==> src/rtl/alp_pkg.sv <==
// Shared types for the AAD/payload lane packer.
// Assumes: nothing beyond the standard.
package alp_pkg;
    typedef enum logic [1:0] {
        PH_IDLE = 2'd0,
        PH_AAD  = 2'd1,
        PH_PAY  = 2'd2
    } phase_t;
endpackage

==> src/rtl/alp_seq.sv <==
// Message sequencer: captures counts on start, tracks which stream is being
// collected, and flags the end of the AAD and the end of the message.
// Assumes: the byte buffer reports when it can take a byte (buf_free).
module alp_seq
    import alp_pkg::*;
#(
    parameter int LEN_W = 16
) (
    input  logic             clk,
    input  logic             rst_n,
    input  logic             start,
    input  logic [LEN_W-1:0] aad_len,
    input  logic [LEN_W-1:0] pay_len,
    input  logic             in_valid,
    input  logic             in_is_aad,
    input  logic             buf_free,
    output logic             in_ready,
    output logic             wr_en,
    output logic             aad_end,
    output logic             msg_end
);
    localparam logic [LEN_W-1:0] ONE = LEN_W'(1);

    phase_t           phase_q;
    logic [LEN_W-1:0] aad_left_q;
    logic [LEN_W-1:0] pay_left_q;

    // Accept only the tag of the stream now being collected.
    always_comb begin
        in_ready = buf_free &&
                   (((phase_q == PH_AAD) && in_is_aad) ||
                    ((phase_q == PH_PAY) && !in_is_aad));
        wr_en    = in_valid && in_ready;
        aad_end  = wr_en && (phase_q == PH_AAD) && (aad_left_q == ONE);
        msg_end  = (wr_en && (phase_q == PH_PAY) && (pay_left_q == ONE)) ||
                   (aad_end && (pay_left_q == '0));
    end

    // Count state: capture on start when idle, count down on each byte.
    always_ff @(posedge clk) begin
        if (!rst_n) begin
            phase_q    <= PH_IDLE;
            aad_left_q <= '0;
            pay_left_q <= '0;
        end else begin
            case (phase_q)
                PH_IDLE: begin
                    if (start) begin
                        aad_left_q <= aad_len;
                        pay_left_q <= pay_len;
                        if (aad_len != '0)      phase_q <= PH_AAD;
                        else if (pay_len != '0) phase_q <= PH_PAY;
                    end
                end
                PH_AAD: begin
                    if (wr_en) begin
                        aad_left_q <= aad_left_q - ONE;
                        if (aad_left_q == ONE)
                            phase_q <= (pay_left_q != '0) ? PH_PAY : PH_IDLE;
                    end
                end
                PH_PAY: begin
                    if (wr_en) begin
                        pay_left_q <= pay_left_q - ONE;
                        if (pay_left_q == ONE) phase_q <= PH_IDLE;
                    end
                end
                default: phase_q <= PH_IDLE;
            endcase
        end
    end

    AST_IDLE_NO_ACCEPT: assert property (@(posedge clk) disable iff (!rst_n)
        (phase_q == PH_IDLE) |-> !wr_en);
    AST_COUNTS_NO_RELOAD: assert property (@(posedge clk) disable iff (!rst_n)
        (phase_q != PH_IDLE) |=> (pay_left_q <= $past(pay_left_q)));
    AST_AAD_TAG_ONLY: assert property (@(posedge clk) disable iff (!rst_n)
        (wr_en && (phase_q == PH_AAD)) |-> in_is_aad);
endmodule

==> src/rtl/alp_word_buf.sv <==
// Word assembly buffer: writes bytes from the top of the word down, rounds
// the write position up to a lane boundary after the last AAD byte, and
// holds a completed word until it is read. Cleared to zero after each read.
// Assumes: wr_en is never raised while buf_free is low.
module alp_word_buf #(
    parameter int WORD_BYTES = 64,
    parameter int LANE_BYTES = 16
) (
    input  logic                    clk,
    input  logic                    rst_n,
    input  logic                    wr_en,
    input  logic [7:0]              wr_byte,
    input  logic                    aad_end,
    input  logic                    msg_end,
    input  logic                    out_rd,
    output logic                    buf_free,
    output logic                    out_valid,
    output logic                    out_last,
    output logic [WORD_BYTES*8-1:0] out_word
);
    localparam int POS_W   = $clog2(WORD_BYTES);
    localparam int NX_W    = POS_W + 1;
    localparam int LANE_SH = $clog2(LANE_BYTES);
    localparam logic [NX_W-1:0] FULL_AT  = NX_W'(WORD_BYTES);
    localparam logic [NX_W-1:0] LANE_M1  = NX_W'(LANE_BYTES - 1);

    logic [POS_W-1:0] pos_q;
    logic [NX_W-1:0]  nx_pos;
    logic             close;
    logic             clear;
    logic             valid_q;
    logic             last_q;
    logic [7:0]       bytes_q [WORD_BYTES];

    // Next write position, rounded up to a lane after the final AAD byte.
    always_comb begin
        nx_pos = {1'b0, pos_q} + NX_W'(1);
        if (aad_end)
            nx_pos = ((nx_pos + LANE_M1) >> LANE_SH) << LANE_SH;
        close = wr_en && ((nx_pos == FULL_AT) || msg_end);
        clear = valid_q && out_rd;
    end

    assign buf_free  = !valid_q;
    assign out_valid = valid_q;
    assign out_last  = last_q;

    // Position and hold flags: close a word when full or final, free on read.
    always_ff @(posedge clk) begin
        if (!rst_n) begin
            pos_q   <= '0;
            valid_q <= 1'b0;
            last_q  <= 1'b0;
        end else if (clear) begin
            pos_q   <= '0;
            valid_q <= 1'b0;
            last_q  <= 1'b0;
        end else if (wr_en) begin
            pos_q   <= close ? '0 : nx_pos[POS_W-1:0];
            valid_q <= close;
            last_q  <= close && msg_end;
        end
    end

    for (genvar b = 0; b < WORD_BYTES; b++) begin : g_byte
        // Byte slot b: zero on reset or read, loaded when the position hits it.
        always_ff @(posedge clk) begin
            if (!rst_n || clear)
                bytes_q[b] <= 8'h00;
            else if (wr_en && (pos_q == POS_W'(b)))
                bytes_q[b] <= wr_byte;
        end
        assign out_word[(WORD_BYTES-1-b)*8 +: 8] = bytes_q[b];
    end

    AST_NO_OVERWRITE: assert property (@(posedge clk) disable iff (!rst_n)
        wr_en |-> !valid_q);
    AST_HOLD_STABLE: assert property (@(posedge clk) disable iff (!rst_n)
        (valid_q && !out_rd) |=> (valid_q && $stable(out_word) && $stable(last_q)));
    AST_LAST_NEEDS_VALID: assert property (@(posedge clk) disable iff (!rst_n)
        last_q |-> valid_q);
    AST_LANE_ALIGN: assert property (@(posedge clk) disable iff (!rst_n)
        (aad_end && !close) |=> (pos_q[LANE_SH-1:0] == '0));
endmodule

==> src/rtl/aad_lane_packer.sv <==
// Top of the AAD/payload lane packer: joins the sequencer and the word buffer.
// Assumes: bytes arrive AAD first, then payload, as many as the counts say.
module aad_lane_packer #(
    parameter int LEN_W      = 16,
    parameter int WORD_BYTES = 64,
    parameter int LANE_BYTES = 16
) (
    input  logic                    clk,
    input  logic                    rst_n,
    input  logic                    start,
    input  logic [LEN_W-1:0]        aad_len,
    input  logic [LEN_W-1:0]        pay_len,
    input  logic                    in_valid,
    input  logic                    in_is_aad,
    input  logic [7:0]              in_byte,
    output logic                    in_ready,
    output logic                    out_valid,
    input  logic                    out_rd,
    output logic [WORD_BYTES*8-1:0] out_word,
    output logic                    out_last
);
    logic buf_free;
    logic wr_en;
    logic aad_end;
    logic msg_end;

    alp_seq #(.LEN_W(LEN_W)) seq_i (
        .clk       (clk),
        .rst_n     (rst_n),
        .start     (start),
        .aad_len   (aad_len),
        .pay_len   (pay_len),
        .in_valid  (in_valid),
        .in_is_aad (in_is_aad),
        .buf_free  (buf_free),
        .in_ready  (in_ready),
        .wr_en     (wr_en),
        .aad_end   (aad_end),
        .msg_end   (msg_end)
    );

    alp_word_buf #(.WORD_BYTES(WORD_BYTES), .LANE_BYTES(LANE_BYTES)) buf_i (
        .clk       (clk),
        .rst_n     (rst_n),
        .wr_en     (wr_en),
        .wr_byte   (in_byte),
        .aad_end   (aad_end),
        .msg_end   (msg_end),
        .out_rd    (out_rd),
        .buf_free  (buf_free),
        .out_valid (out_valid),
        .out_last  (out_last),
        .out_word  (out_word)
    );

    AST_READY_NOT_HELD: assert property (@(posedge clk) disable iff (!rst_n)
        out_valid |-> !in_ready);
endmodule

==> config.mk <==
export PLATFORM = sky130hd
export DESIGN_NAME = aad_lane_packer
export DESIGN_NICKNAME = d
export VERILOG_FILES = /design/src/rtl/alp_pkg.sv /design/src/rtl/alp_seq.sv /design/src/rtl/alp_word_buf.sv /design/src/rtl/aad_lane_packer.sv
export SDC_FILE = /design/constraint.sdc
export NUM_CORES = 1
export LEC_CHECK = 0
export BUFFER_PORTS_ARGS = -buffer_cell sky130_fd_sc_hd__buf_2
export CORE_AREA = 2 2 221 223
export CTS_BUF_LIST = sky130_fd_sc_hd__clkbuf_16
export DETAILED_ROUTE_END_ITERATION = 10
export DIE_AREA = 0 0 223 225
export HOLD_SLACK_MARGIN = 0.12
export PLACE_DENSITY_LB_ADDON = 0.1
export SLEW_MARGIN = 15
export SYNTH_ARGS = -nofsm -noshare
export SYNTH_HDL_FRONTEND = slang
export SYNTH_SLANG_ARGS = --single-unit
==> constraint.sdc <==
create_clock -name clk -period 4.4 [get_ports clk]
set_input_delay 0.44 -clock clk [delete_from_list [all_inputs] [get_ports clk]]
set_output_delay 0.44 -clock clk [all_outputs]
set_load 0.02 [all_outputs]
==> run metrics <==
vias in the first global route=14854; Clock Path Buffers=3; dpl hpwl=47200 um; CTS sink count=554; Least-Margin Pin Slew=1.13 ns; Max-Cap Viols=0; clk slew on worst S/H paths=0.06 ns; total wire length=71000 um; EDFF count, synth=512; Avg Synthesized Cell Area=13.6 um^2; crit path max fanout=17; Synth Warn #=0; share of the synthesized area in the top cell type=68.3%; total global routing overflow=0; kind of critical path=reg2reg; outcome=completed; CP max-delay cell=o21ai_0; fin crit share=79.4%; Syn Nets=1715; Core Box Area=47500 um^2; number of fill cells=3882; # DRC=0; largest family of logic cells by synthesized area=simple AND/OR/NAND/NOR gates; synth cell count leaders=519 x and2_1, 512 x edfxtp_1, 129 x nor2_1, 95 x o21ai_0, 91 x clkbuf_1; sequential fraction of the synthesis area=72.0%; Total Routing Usage GR=27.6%; first-pass GRT wire length=100000 um; area occupied by multi-input gates=5870 um^2; top-level I/O count=561; Worst-Skew Late Latency=0.62 ns; die height=225 um; drt pass-1 iters=5; CP endpoint kind=flop; Slew HR=24.1%; maximum vdd drop=287 uV; Simple-Gate Fraction of Synth Area=19.9%; Final ANT Viol Nets=0; Min-Delay Path Class=in2reg; FF+latch count, synth=554; Static Leak=11.5 nW; Power Dens Cells=422 nW/um^2; worst path cell trace=nor3b_1 > o21a_1 > and2_1 > nand2_1 > o21ai_0; CTS Buf Count=56; RSZ-0062 raised after global routing=false; RePlAce Congestion=0.838; TritonCTS clock tree=built; Distinct cells, synth=58; Vias/cell=5.34; Startpoint Class=flop; crit path setup slack, layout=0.907 ns; main flop type after synthesis=edfxtp_1; main area contributors after synthesis=edfxtp_1 68%, and2_1 14%, dfxtp_1 3.7%; Hold Buf Count CTS=0; die extent in x=223 um; pre-CTS setup slack=0.949 ns; share of cells above drive strength 1=31.3%; fraction of registers with async set or reset after synthesis=0%; Port-buffer cells=560; largest net degree at the start of global routing=69; Req. time, crit path=4.62 ns; initial antenna violation count=0; Initial Util=47.3%; Max Fclk=286 MHz; Pins Over Slew Limit=0; Final setup viols=0; XOR/XNOR share of the synthesized area=0.195%; Register Area=16200 um^2; TNS Setup=0 ns; Synth area leader=edfxtp_1; # diodes=0; setup bufs post-CTS=0; vias=15469; Rows=80; final hold vios=0; Worst Skew=0.0212 ns; DRT iter0 DRCs=1219; crit-path max cell delay=1.00 ns; Clock Tree Root=clkbuf_16; multiplexer share of the synthesized area=0.0889%; Worst EP arrival=3.72 ns; post-cts sizing count=0; die area=50200 um^2; Final nets=2290; Area Growth Syn to Fin=23.9%; complex-gate fraction of the synthesized area=5.39%; crit path time final=3.49 ns; post-DR wirelength/cell=24.5 um; Max H-tree Level=2; cells after synthesis=1661; top-count cell post-synth=and2_1; Cell Area, Synth=22500 um^2; post-synthesis adder-cell area fraction=0.445%
-- where the power goes --
| group | leakage [nW] | switching (W) | internal, W | total [W] |
|---|---|---|---|---|
| combinational | 5.08 | 0.000873 | 0.000335 | 0.00121 |
| sequential | 5.49 | 0.000109 | 0.00597 | 0.00608 |
| clock | 0.907 | 0.00198 | 0.00251 | 0.00449 |
| total | 11.5 | 0.00296 | 0.00881 | 0.0118 |
-- logic make-up (layout without fill, tap and decap cells) --
logic type / Yosys count / after routing
flip-flops: 554 / 554
adder cells (fa/ha/maj): 8 / 8
multiplexers: 2 / 2
AO/OA/AOI/OAI: 198 / 198
XOR/XNOR: 5 / 5
AND/OR/NAND/NOR: 780 / 780
buffers and inverters: 114 / 734
-- metrics by stage --
stage | cell area [um^2] | util [%] | hold slack [ns] | power (W) | instances
2_1_floorplan | 22500 | - | 0.432 | 0.00689 | 1661
3_3_place_gp | 26200 | 55.1 | 0.448 | 0.00737 | 2793
3_5_place_dp | 26200 | 55.1 | 0.461 | 0.00739 | 2793
4_1_cts | 27900 | 58.7 | 0.143 | 0.0118 | 2896
5_1_grt | 27900 | 58.7 | 0.167 | 0.0121 | 2896
6_report | 27900 | 58.7 | 0.175 | 0.0118 | 2896
-- layer usage --
metal | up-vias | part of all wire, % | GRT usage, %
met5 | - | 0 | 0
met4 | 0 | 3.2 | 9.22
met3 | 111 | 9.6 | 9.24
met2 | 654 | 49 | 46.5
met1 | 7691 | 38 | 33.5
li1 | 7013 | - | -
-- critical path, delay by kind of cell, from the launching register on --
kind / cells / cell delay [ns]
DFF: 1 / 0.51
and+or+nand+nor: 3 / 1.05
AOI/OAI and AO/OA: 2 / 1.53
-- cells in the final DEF, fill, tap and decap left out, drive strengths merged, types with 6 or more instances in the layout --
| cell type | n |
|---|---|
| nand2 | 35 |
| and2 | 519 |
| nand3 | 22 |
| ha | 8 |
| buf | 621 |
| o21ai | 95 |
| a21oi | 32 |
| nor4 | 19 |
| a211oi | 6 |
| clkbuf | 57 |
| nor2 | 129 |
| inv | 27 |
| edfxtp | 512 |
| nor2b | 7 |
| o221a | 6 |
| a21o | 7 |
| clkinv | 25 |
| a22oi | 7 |
| dfxtp | 42 |
| nor3 | 12 |
| a31oi | 9 |
-- registers in the layout, summed over array words and instances, names as in the netlist --
name              count
buf_i.bytes_q       512
seq_i.aad_left_q     16
seq_i.pay_left_q     16
buf_i.pos_q           6
seq_i.phase_q         2
buf_i.out_last        1
buf_i.out_valid       1
-- final cells by class --
class / instances / area share (%)
Multi-Input combinational cell: 993 / 21.0
Tap cell: 615 / 2.76
Clock buffer: 57 / 5.11
Clock inverter: 46 / 1.03
Sequential cell: 554 / 58.1
Timing Repair Buffer: 621 / 11.8
Inverter: 10 / 0.135
-- path summary, 6_finish.rpt --
check / start / end / slack [ns] / depth (start not counted)
worst min register to register: seq_i.pay_left_q[15] / seq_i.pay_left_q[15] / 0.48 / 2
worst max register to register: seq_i.phase_q[1] / buf_i.bytes_q[1][170] / 0.91 / 5
worst min-delay path: aad_len[13] / seq_i.aad_left_q[13] / 0.17 / 3
worst max-delay path: seq_i.phase_q[1] / buf_i.bytes_q[1][170] / 0.91 / 5
(Power assumes the default switching activity.)
